===== src/rtl/hint_pkg.sv =====
package hint_pkg;
  localparam int HINT_ADDR_W = 3;

  typedef enum logic [HINT_ADDR_W-1:0] {
    HA_MASK     = 3'd0,
    HA_MASK_SET = 3'd1,
    HA_MASK_CLR = 3'd2,
    HA_STAT_ND  = 3'd3,
    HA_STAT_COR = 3'd4,
    HA_ACK      = 3'd5
  } hint_addr_e;
endpackage


===== src/rtl/hint_mask_reg.sv =====
module hint_mask_reg #(
  parameter int               SRC_W = 18,
  parameter logic [SRC_W-1:0] VALID = 18'h347FF,
  parameter logic [SRC_W-1:0] INIT  = 18'h00001
) (
  input  logic             clk,
  input  logic             rst,
  input  logic             wr_direct,
  input  logic             wr_set,
  input  logic             wr_clr,
  input  logic [SRC_W-1:0] wbits,
  output logic [SRC_W-1:0] mask_q
);
  logic [SRC_W-1:0] mask_d;

  always_comb begin
    mask_d = mask_q;
    if (wr_direct)   mask_d = wbits;
    else if (wr_set) mask_d = mask_q | wbits;
    else if (wr_clr) mask_d = mask_q & ~wbits;
    mask_d = mask_d & VALID;
  end

  always_ff @(posedge clk) begin
    if (rst) mask_q <= INIT & VALID;
    else     mask_q <= mask_d;
  end

  AST_MASK_SET: assert property (@(posedge clk) disable iff (rst)
    wr_set |=> (mask_q & $past(wbits & VALID)) == $past(wbits & VALID));
  AST_MASK_SET_KEEP: assert property (@(posedge clk) disable iff (rst)
    wr_set |=> (mask_q & $past(~wbits)) == ($past(mask_q) & $past(~wbits)));
  AST_MASK_CLR: assert property (@(posedge clk) disable iff (rst)
    wr_clr |=> (mask_q & $past(wbits)) == '0);
  AST_MASK_RSVD: assert property (@(posedge clk) disable iff (rst)
    (mask_q & ~VALID) == '0);
endmodule


===== src/rtl/hint_status_reg.sv =====
module hint_status_reg #(
  parameter int               SRC_W = 18,
  parameter logic [SRC_W-1:0] VALID = 18'h347FF
) (
  input  logic             clk,
  input  logic             rst,
  input  logic [SRC_W-1:0] evt,
  input  logic             ack_en,
  input  logic [SRC_W-1:0] ack_bits,
  input  logic             cor_rd,
  output logic [SRC_W-1:0] status_q
);
  logic [SRC_W-1:0] clr_bits;
  logic [SRC_W-1:0] evt_v;

  assign evt_v = evt & VALID;

  always_comb begin
    clr_bits = '0;
    if (ack_en) clr_bits = clr_bits | ack_bits;
    if (cor_rd) clr_bits = '1;
  end

  // new events are merged after the clear so they cannot be lost
  always_ff @(posedge clk) begin
    if (rst) status_q <= '0;
    else     status_q <= ((status_q & ~clr_bits) | evt_v) & VALID;
  end

  AST_ND_HOLD: assert property (@(posedge clk) disable iff (rst)
    (!cor_rd && !ack_en) |=> (status_q & $past(status_q)) == $past(status_q));
  AST_COR_EMPTY: assert property (@(posedge clk) disable iff (rst)
    cor_rd |=> status_q == $past(evt_v));
  AST_ACK_CLEARS: assert property (@(posedge clk) disable iff (rst)
    ack_en |=> (status_q & $past(ack_bits & ~evt_v)) == '0);
  AST_EVT_WINS: assert property (@(posedge clk) disable iff (rst)
    (|evt_v) |=> (status_q & $past(evt_v)) == $past(evt_v));
  AST_STAT_RSVD: assert property (@(posedge clk) disable iff (rst)
    (status_q & ~VALID) == '0);
endmodule


===== src/rtl/hint_irq_out.sv =====
module hint_irq_out #(
  parameter int SRC_W = 18
) (
  input  logic             clk,
  input  logic             rst,
  input  logic [SRC_W-1:0] status,
  input  logic [SRC_W-1:0] mask,
  input  logic             cfg_en,
  input  logic             cfg_low,
  output logic             host_irq
);
  logic pending;

  assign pending = |(status & ~mask);

  always_ff @(posedge clk) begin
    if (rst) host_irq <= 1'b0;
    else     host_irq <= (cfg_en & pending) ^ cfg_low;
  end

  AST_IRQ_HIGH: assert property (@(posedge clk) disable iff (rst)
    (cfg_en && !cfg_low && (status != '0) && ((status & mask) == '0)) |=> host_irq);
  AST_IRQ_ALL_MASKED: assert property (@(posedge clk) disable iff (rst)
    ((status & ~mask) == '0) |=> host_irq == $past(cfg_low));
  AST_IRQ_DISABLED: assert property (@(posedge clk) disable iff (rst)
    !cfg_en |=> host_irq == $past(cfg_low));
endmodule


===== src/rtl/hint_ctrl.sv =====
module hint_ctrl
  import hint_pkg::*;
#(
  parameter int               DATA_W    = 32,
  parameter int               SRC_W     = 18,
  parameter logic [SRC_W-1:0] VALID     = 18'h347FF,
  parameter logic [SRC_W-1:0] MASK_INIT = 18'h00001
) (
  input  logic                   clk,
  input  logic                   rst,
  input  logic [SRC_W-1:0]       evt_pulse,
  input  logic                   reg_wr,
  input  logic                   reg_rd,
  input  logic [HINT_ADDR_W-1:0] reg_addr,
  input  logic [DATA_W-1:0]      reg_wdata,
  output logic [DATA_W-1:0]      reg_rdata,
  output logic                   reg_rvalid,
  input  logic                   cfg_irq_en,
  input  logic                   cfg_irq_active_low,
  output logic                   host_irq
);
  localparam int PAD_W = DATA_W - SRC_W;

  logic [SRC_W-1:0] wbits;
  logic [PAD_W-1:0] wdata_hi_unused;
  logic [SRC_W-1:0] mask_q;
  logic [SRC_W-1:0] status_q;
  logic             wr_direct, wr_set, wr_clr, wr_ack, rd_cor;
  logic [SRC_W-1:0] rd_mux;

  assign wbits           = reg_wdata[SRC_W-1:0];
  assign wdata_hi_unused = reg_wdata[DATA_W-1:SRC_W];

  assign wr_direct = reg_wr && (reg_addr == HA_MASK);
  assign wr_set    = reg_wr && (reg_addr == HA_MASK_SET);
  assign wr_clr    = reg_wr && (reg_addr == HA_MASK_CLR);
  assign wr_ack    = reg_wr && (reg_addr == HA_ACK);
  assign rd_cor    = reg_rd && (reg_addr == HA_STAT_COR);

  hint_mask_reg #(.SRC_W(SRC_W), .VALID(VALID), .INIT(MASK_INIT)) u_mask (
    .clk(clk), .rst(rst), .wr_direct(wr_direct), .wr_set(wr_set),
    .wr_clr(wr_clr), .wbits(wbits), .mask_q(mask_q)
  );

  hint_status_reg #(.SRC_W(SRC_W), .VALID(VALID)) u_status (
    .clk(clk), .rst(rst), .evt(evt_pulse), .ack_en(wr_ack),
    .ack_bits(wbits), .cor_rd(rd_cor), .status_q(status_q)
  );

  hint_irq_out #(.SRC_W(SRC_W)) u_irq (
    .clk(clk), .rst(rst), .status(status_q), .mask(mask_q),
    .cfg_en(cfg_irq_en), .cfg_low(cfg_irq_active_low), .host_irq(host_irq)
  );

  always_comb begin
    case (reg_addr)
      HA_MASK:     rd_mux = mask_q;
      HA_STAT_ND,
      HA_STAT_COR: rd_mux = status_q;
      default:     rd_mux = '0;
    endcase
  end

  always_ff @(posedge clk) begin
    if (rst) begin
      reg_rdata  <= '0;
      reg_rvalid <= 1'b0;
    end else begin
      reg_rvalid <= reg_rd;
      if (reg_rd) reg_rdata <= {{PAD_W{1'b0}}, rd_mux};
    end
  end

  AST_RVALID_FOLLOWS: assert property (@(posedge clk) disable iff (rst)
    reg_rd |=> reg_rvalid);
  AST_COR_RETURNS: assert property (@(posedge clk) disable iff (rst)
    rd_cor |=> reg_rdata[SRC_W-1:0] == $past(status_q));
  AST_WO_READ_ZERO: assert property (@(posedge clk) disable iff (rst)
    (reg_rd && (reg_addr == HA_ACK)) |=> reg_rdata == '0);
endmodule


===== config.mk =====
export PLATFORM = sky130hd
export DESIGN_NAME = hint_ctrl
export DESIGN_NICKNAME = d
export VERILOG_FILES = /design/src/rtl/hint_pkg.sv /design/src/rtl/hint_mask_reg.sv /design/src/rtl/hint_status_reg.sv /design/src/rtl/hint_irq_out.sv /design/src/rtl/hint_ctrl.sv
export SDC_FILE = /design/constraint.sdc
export NUM_CORES = 1
export LEC_CHECK = 0
export ABC_AREA = 1
export CAP_MARGIN = 0
export CORE_ASPECT_RATIO = 0.6
export CORE_MARGIN = 3
export CORE_UTILIZATION = 42
export DETAILED_ROUTE_END_ITERATION = 8
export GPL_TIMING_DRIVEN = 1
export PLACE_DENSITY_LB_ADDON = 0.3
export SLEW_MARGIN = 20
export SYNTH_ARGS = -nofsm -noshare
export SYNTH_HDL_FRONTEND = slang
export SYNTH_SLANG_ARGS = --single-unit
export TNS_END_PERCENT = 100

===== constraint.sdc =====
create_clock -name clk -period 1.1 [get_ports clk]
set_input_delay 0.22 -clock clk [delete_from_list [all_inputs] [get_ports clk]]
set_output_delay 0.22 -clock clk [all_outputs]
set_load 0.02 [all_outputs]

==> metrics.log <==
INFO  metric post_route_cells_drive_above_1_share = 24.5%
INFO  metric crit_arrival = 1.35 ns
INFO  metric crit_path_max_fanout = 3
INFO  metric cts_max_level = 2
INFO  metric antenna_found_initial = 0
INFO  metric postSynthRegisterBits = 44
INFO  metric worst_clock_skew = 0.00785 ns
INFO  metric first_pass_iters = 4
INFO  metric synth.area.mux_share = 0%
INFO  metric post_synth_fa_ha_maj_area_fraction = 0%
INFO  metric vias_per_cell = 4.80
INFO  metric grt_first_pass_wirelength = 9390 um
INFO  metric floorplan.core_area = 4680 sq um
INFO  metric synth_compound_gate_area_share = 19.5%
INFO  metric final_core_utilization = 63.0%
INFO  metric wl_per_cell = 13.1 um
INFO  metric globalRouteTotalUtil = 20.0%
INFO  metric timing.hold.worst.class = input pin to flip-flop
INFO  metric rrSetupSlack = -0.003 ns
INFO  metric max_cap_viols = 0
INFO  metric cts-root-to-sink-buffers = 2
INFO  metric post_synth_inst_count = 297
INFO  metric postSynth.asyncResetShare = 0%
INFO  metric synth_top_cells_by_area = sky130_fd_sc_hd__dfxtp_1, sky130_fd_sc_hd__nand2_1, sky130_fd_sc_hd__a31oi_1
INFO  metric diode_insertion_count_for_antenna_repair = 0
INFO  metric fill_cells = 436
INFO  metric peak_supply_drop = 0.637 mV
INFO  metric layout.cells.non_filler = 443
INFO  metric post_synth_cell_types = 23
INFO  metric failed_checks = setup timing
INFO  metric final.setup.worst_slack = -0.00275 ns
INFO  metric nets = 438
INFO  metric finalPower = 3.47 mW
INFO  metric vias_after_detailed_routing = 2126
INFO  metric floorplan.die.width = 97.0 um
INFO  metric grt_start_max_net_pins = 30
INFO  metric via_count_of_the_first_global_routing_pass = 2051
INFO  metric seq_area = 891 sq um
INFO  metric avgSynthCellArea = 7.03 sq um
INFO  metric die_h = 60.6 um
INFO  metric detailedPlacementHpwl = 4320 um
INFO  metric drcViolationCount = 0
INFO  metric post_route_minimum_period = 1.10 ns
INFO  metric grt_setup_unrepaired = yes
INFO  metric floorplan.initialDensity = 44.6%
INFO  metric path_clk_slew = 0.09 ns
INFO  metric yosysTopAreaCell = sky130_fd_sc_hd__dfxtp_1
INFO  metric std_cell_rows = 19
INFO  metric critPathRequiredTime = 1.35 ns
INFO  metric post_synth_and_or_nand_nor_area_fraction = 23.7%
INFO  metric synth_common_cells = sky130_fd_sc_hd__nand2_1, sky130_fd_sc_hd__dfxtp_1, sky130_fd_sc_hd__a31oi_1, sky130_fd_sc_hd__inv_1, sky130_fd_sc_hd__buf_4
INFO  metric synthXorXnorAreaFrac = 0%
INFO  metric hold_violations = 0
INFO  metric setup.worst_path.end_class = flip-flop
INFO  metric gp_routability_congestion = 0.786
INFO  metric clock_tree.root_cell = sky130_fd_sc_hd__clkbuf_8
INFO  metric yosysWarningCount = 0
INFO  metric wirelength = 5810 um
INFO  metric combinational_family_with_the_most_area_after_synthesis = simple AND/OR/NAND/NOR gates
INFO  metric yosysMostFrequentCell = sky130_fd_sc_hd__nand2_1
INFO  metric cts_tree = done
INFO  metric drtAntennaViolNets = 0
INFO  metric flow.area_growth_from_synthesis = 41.3%
INFO  metric holdBufCountCts = 0
INFO  metric final.period_utilization = 100%
INFO  metric synth_edf_count = 0
INFO  metric post-place-ws = -0.560 ns
INFO  metric status = complete, but fails checks
INFO  metric die_area = 5880 sq um
INFO  metric clock.fmax = 907 MHz
INFO  metric setup.worst_path.class = flip-flop to flip-flop
INFO  metric numCtsBuffers = 5
INFO  metric multi_input_comb_area = 1010 sq um
INFO  metric critPathLaunchType = flip-flop
INFO  metric grt_overflow_total = 0
INFO  metric ioPinCount = 93
INFO  metric buffer_ports.inserted = 52
INFO  metric ys_dominant_reg_cell = sky130_fd_sc_hd__dfxtp_1
INFO  metric p_leak = 1.26 nW
INFO  metric mappedNetlistArea = 2090 sq um
INFO  metric total_count_of_max_transition_violations_in_the_final_report = 0
INFO  metric pwr_density_cell = 1180 nW/um^2
INFO  metric setup_viol_count_final = 1
INFO  metric synth_sequential_area_ratio = 42.2%
INFO  metric detailedRoute.firstIterationViolations = 82
INFO  metric cts.sinks = 44
INFO  metric clock_insertion_delay_worst_skew = 0.30 ns
INFO  metric placed_cells_incl_taps = 433
INFO  metric yosysTopAreaCellShare = 42.2%
==> final timing paths <==
| kind | depth (start not counted) | to | start |
|---|---|---|---|
| max reg2reg | 10 | u_irq.host_irq | flip-flop |
| min | 3 | reg_rdata[8] | reg_rd |
| min reg2reg | 2 | flip-flop | flip-flop |
| max | 10 | u_irq.host_irq | flip-flop |
==> cell families after synthesis <==
| family | count (synthesis) |
|---|---|
| flops | 44 |
| simple gates | 121 |
| buf+inv | 58 |
| compound gates | 73 |
| other cells | 1 |
==> area by class of cell <==
type	instances	share of cell area [%]
inverters	26	3.39
repair buffers	90	26.6
well taps	63	2.67
multi-input cells	212	34.2
flip-flops and latches	44	30.2
clock inverters	3	0.636
clock buffers	5	2.33
==> through the flow <==
step	TNS, ns	hold slack (ns)	cell area [sq um]
floorplan	0	0.338	2150
global placement	-20.89	0.467	2870
detailed placement	-22.92	0.479	2870
CTS	0	0.469	2890
global route	-0.0759	0.457	2950
finish	-0.00275	0.425	2950
==> worst max-delay path, cell delays in order, from the launching register on <==
cell and delay [ns]:
sky130_fd_sc_hd__dfxtp_2 0.36, sky130_fd_sc_hd__inv_2 0.05, sky130_fd_sc_hd__nand2_2 0.05, sky130_fd_sc_hd__nand2_2 0.06, sky130_fd_sc_hd__inv_2 0.05, sky130_fd_sc_hd__nand2_1 0.06
sky130_fd_sc_hd__nor2_2 0.11, sky130_fd_sc_hd__nand2_2 0.09, sky130_fd_sc_hd__nand3_2 0.08, sky130_fd_sc_hd__nand2_1 0.05, sky130_fd_sc_hd__nor2_1 0.08
==> timing repair <==
action | 4_1_cts | 5_1_grt
pin swaps | 2 | 10
gates resized for setup | 76 | 28
setup buffers | 0 | 2
endpoints found under the setup margin | 59 | 37
==> where the power goes <==
part	switching [mW]	internal [mW]	total [mW]
Clock	0.564	0.443	1.01
Combinational	0.391	0.336	0.727
Sequential	0.0558	1.68	1.74
==> layer usage <==
metal / track usage (%) / up-vias / wire [um]
met1: 25.7 / 952 / 2580
met4: 4.80 / 0 / 44
met3: 5.05 / 8 / 447
li1: - / 1095 / -
met5: 0 / - / 0
met2: 34.8 / 71 / 2740
==> layout by cell type (no fill, tap or decap) <==
cell type / n
sky130_fd_sc_hd__o21ai_1: 9
sky130_fd_sc_hd__clkinv_4: 1
sky130_fd_sc_hd__nor2_1: 16
sky130_fd_sc_hd__clkbuf_2: 3
sky130_fd_sc_hd__buf_4: 29
sky130_fd_sc_hd__clkdlybuf4s50_1: 31
sky130_fd_sc_hd__buf_8: 1
sky130_fd_sc_hd__dfxtp_1: 36
sky130_fd_sc_hd__a22oi_1: 1
sky130_fd_sc_hd__a21oi_1: 14
sky130_fd_sc_hd__a21oi_2: 1
sky130_fd_sc_hd__nand2_2: 4
sky130_fd_sc_hd__inv_1: 21
sky130_fd_sc_hd__conb_1: 18
sky130_fd_sc_hd__nand3_1: 1
sky130_fd_sc_hd__a31oi_1: 26
sky130_fd_sc_hd__nor2_4: 1
sky130_fd_sc_hd__nor3_4: 2
sky130_fd_sc_hd__o21ai_2: 1
sky130_fd_sc_hd__and3_4: 1
sky130_fd_sc_hd__a31oi_2: 1
sky130_fd_sc_hd__dfxtp_2: 8
sky130_fd_sc_hd__inv_2: 4
sky130_fd_sc_hd__o21ai_0: 19
sky130_fd_sc_hd__nand2_1: 92
sky130_fd_sc_hd__dlygate4sd2_1: 1
sky130_fd_sc_hd__clkbuf_8: 5
sky130_fd_sc_hd__dlymetal6s2s_1: 1
sky130_fd_sc_hd__buf_6: 4
sky130_fd_sc_hd__clkinv_2: 2
sky130_fd_sc_hd__inv_4: 1
sky130_fd_sc_hd__o22ai_1: 1
sky130_fd_sc_hd__buf_12: 4
sky130_fd_sc_hd__nor2_2: 2
sky130_fd_sc_hd__buf_2: 16
sky130_fd_sc_hd__nand3_2: 2
(Power assumes the default switching activity.)
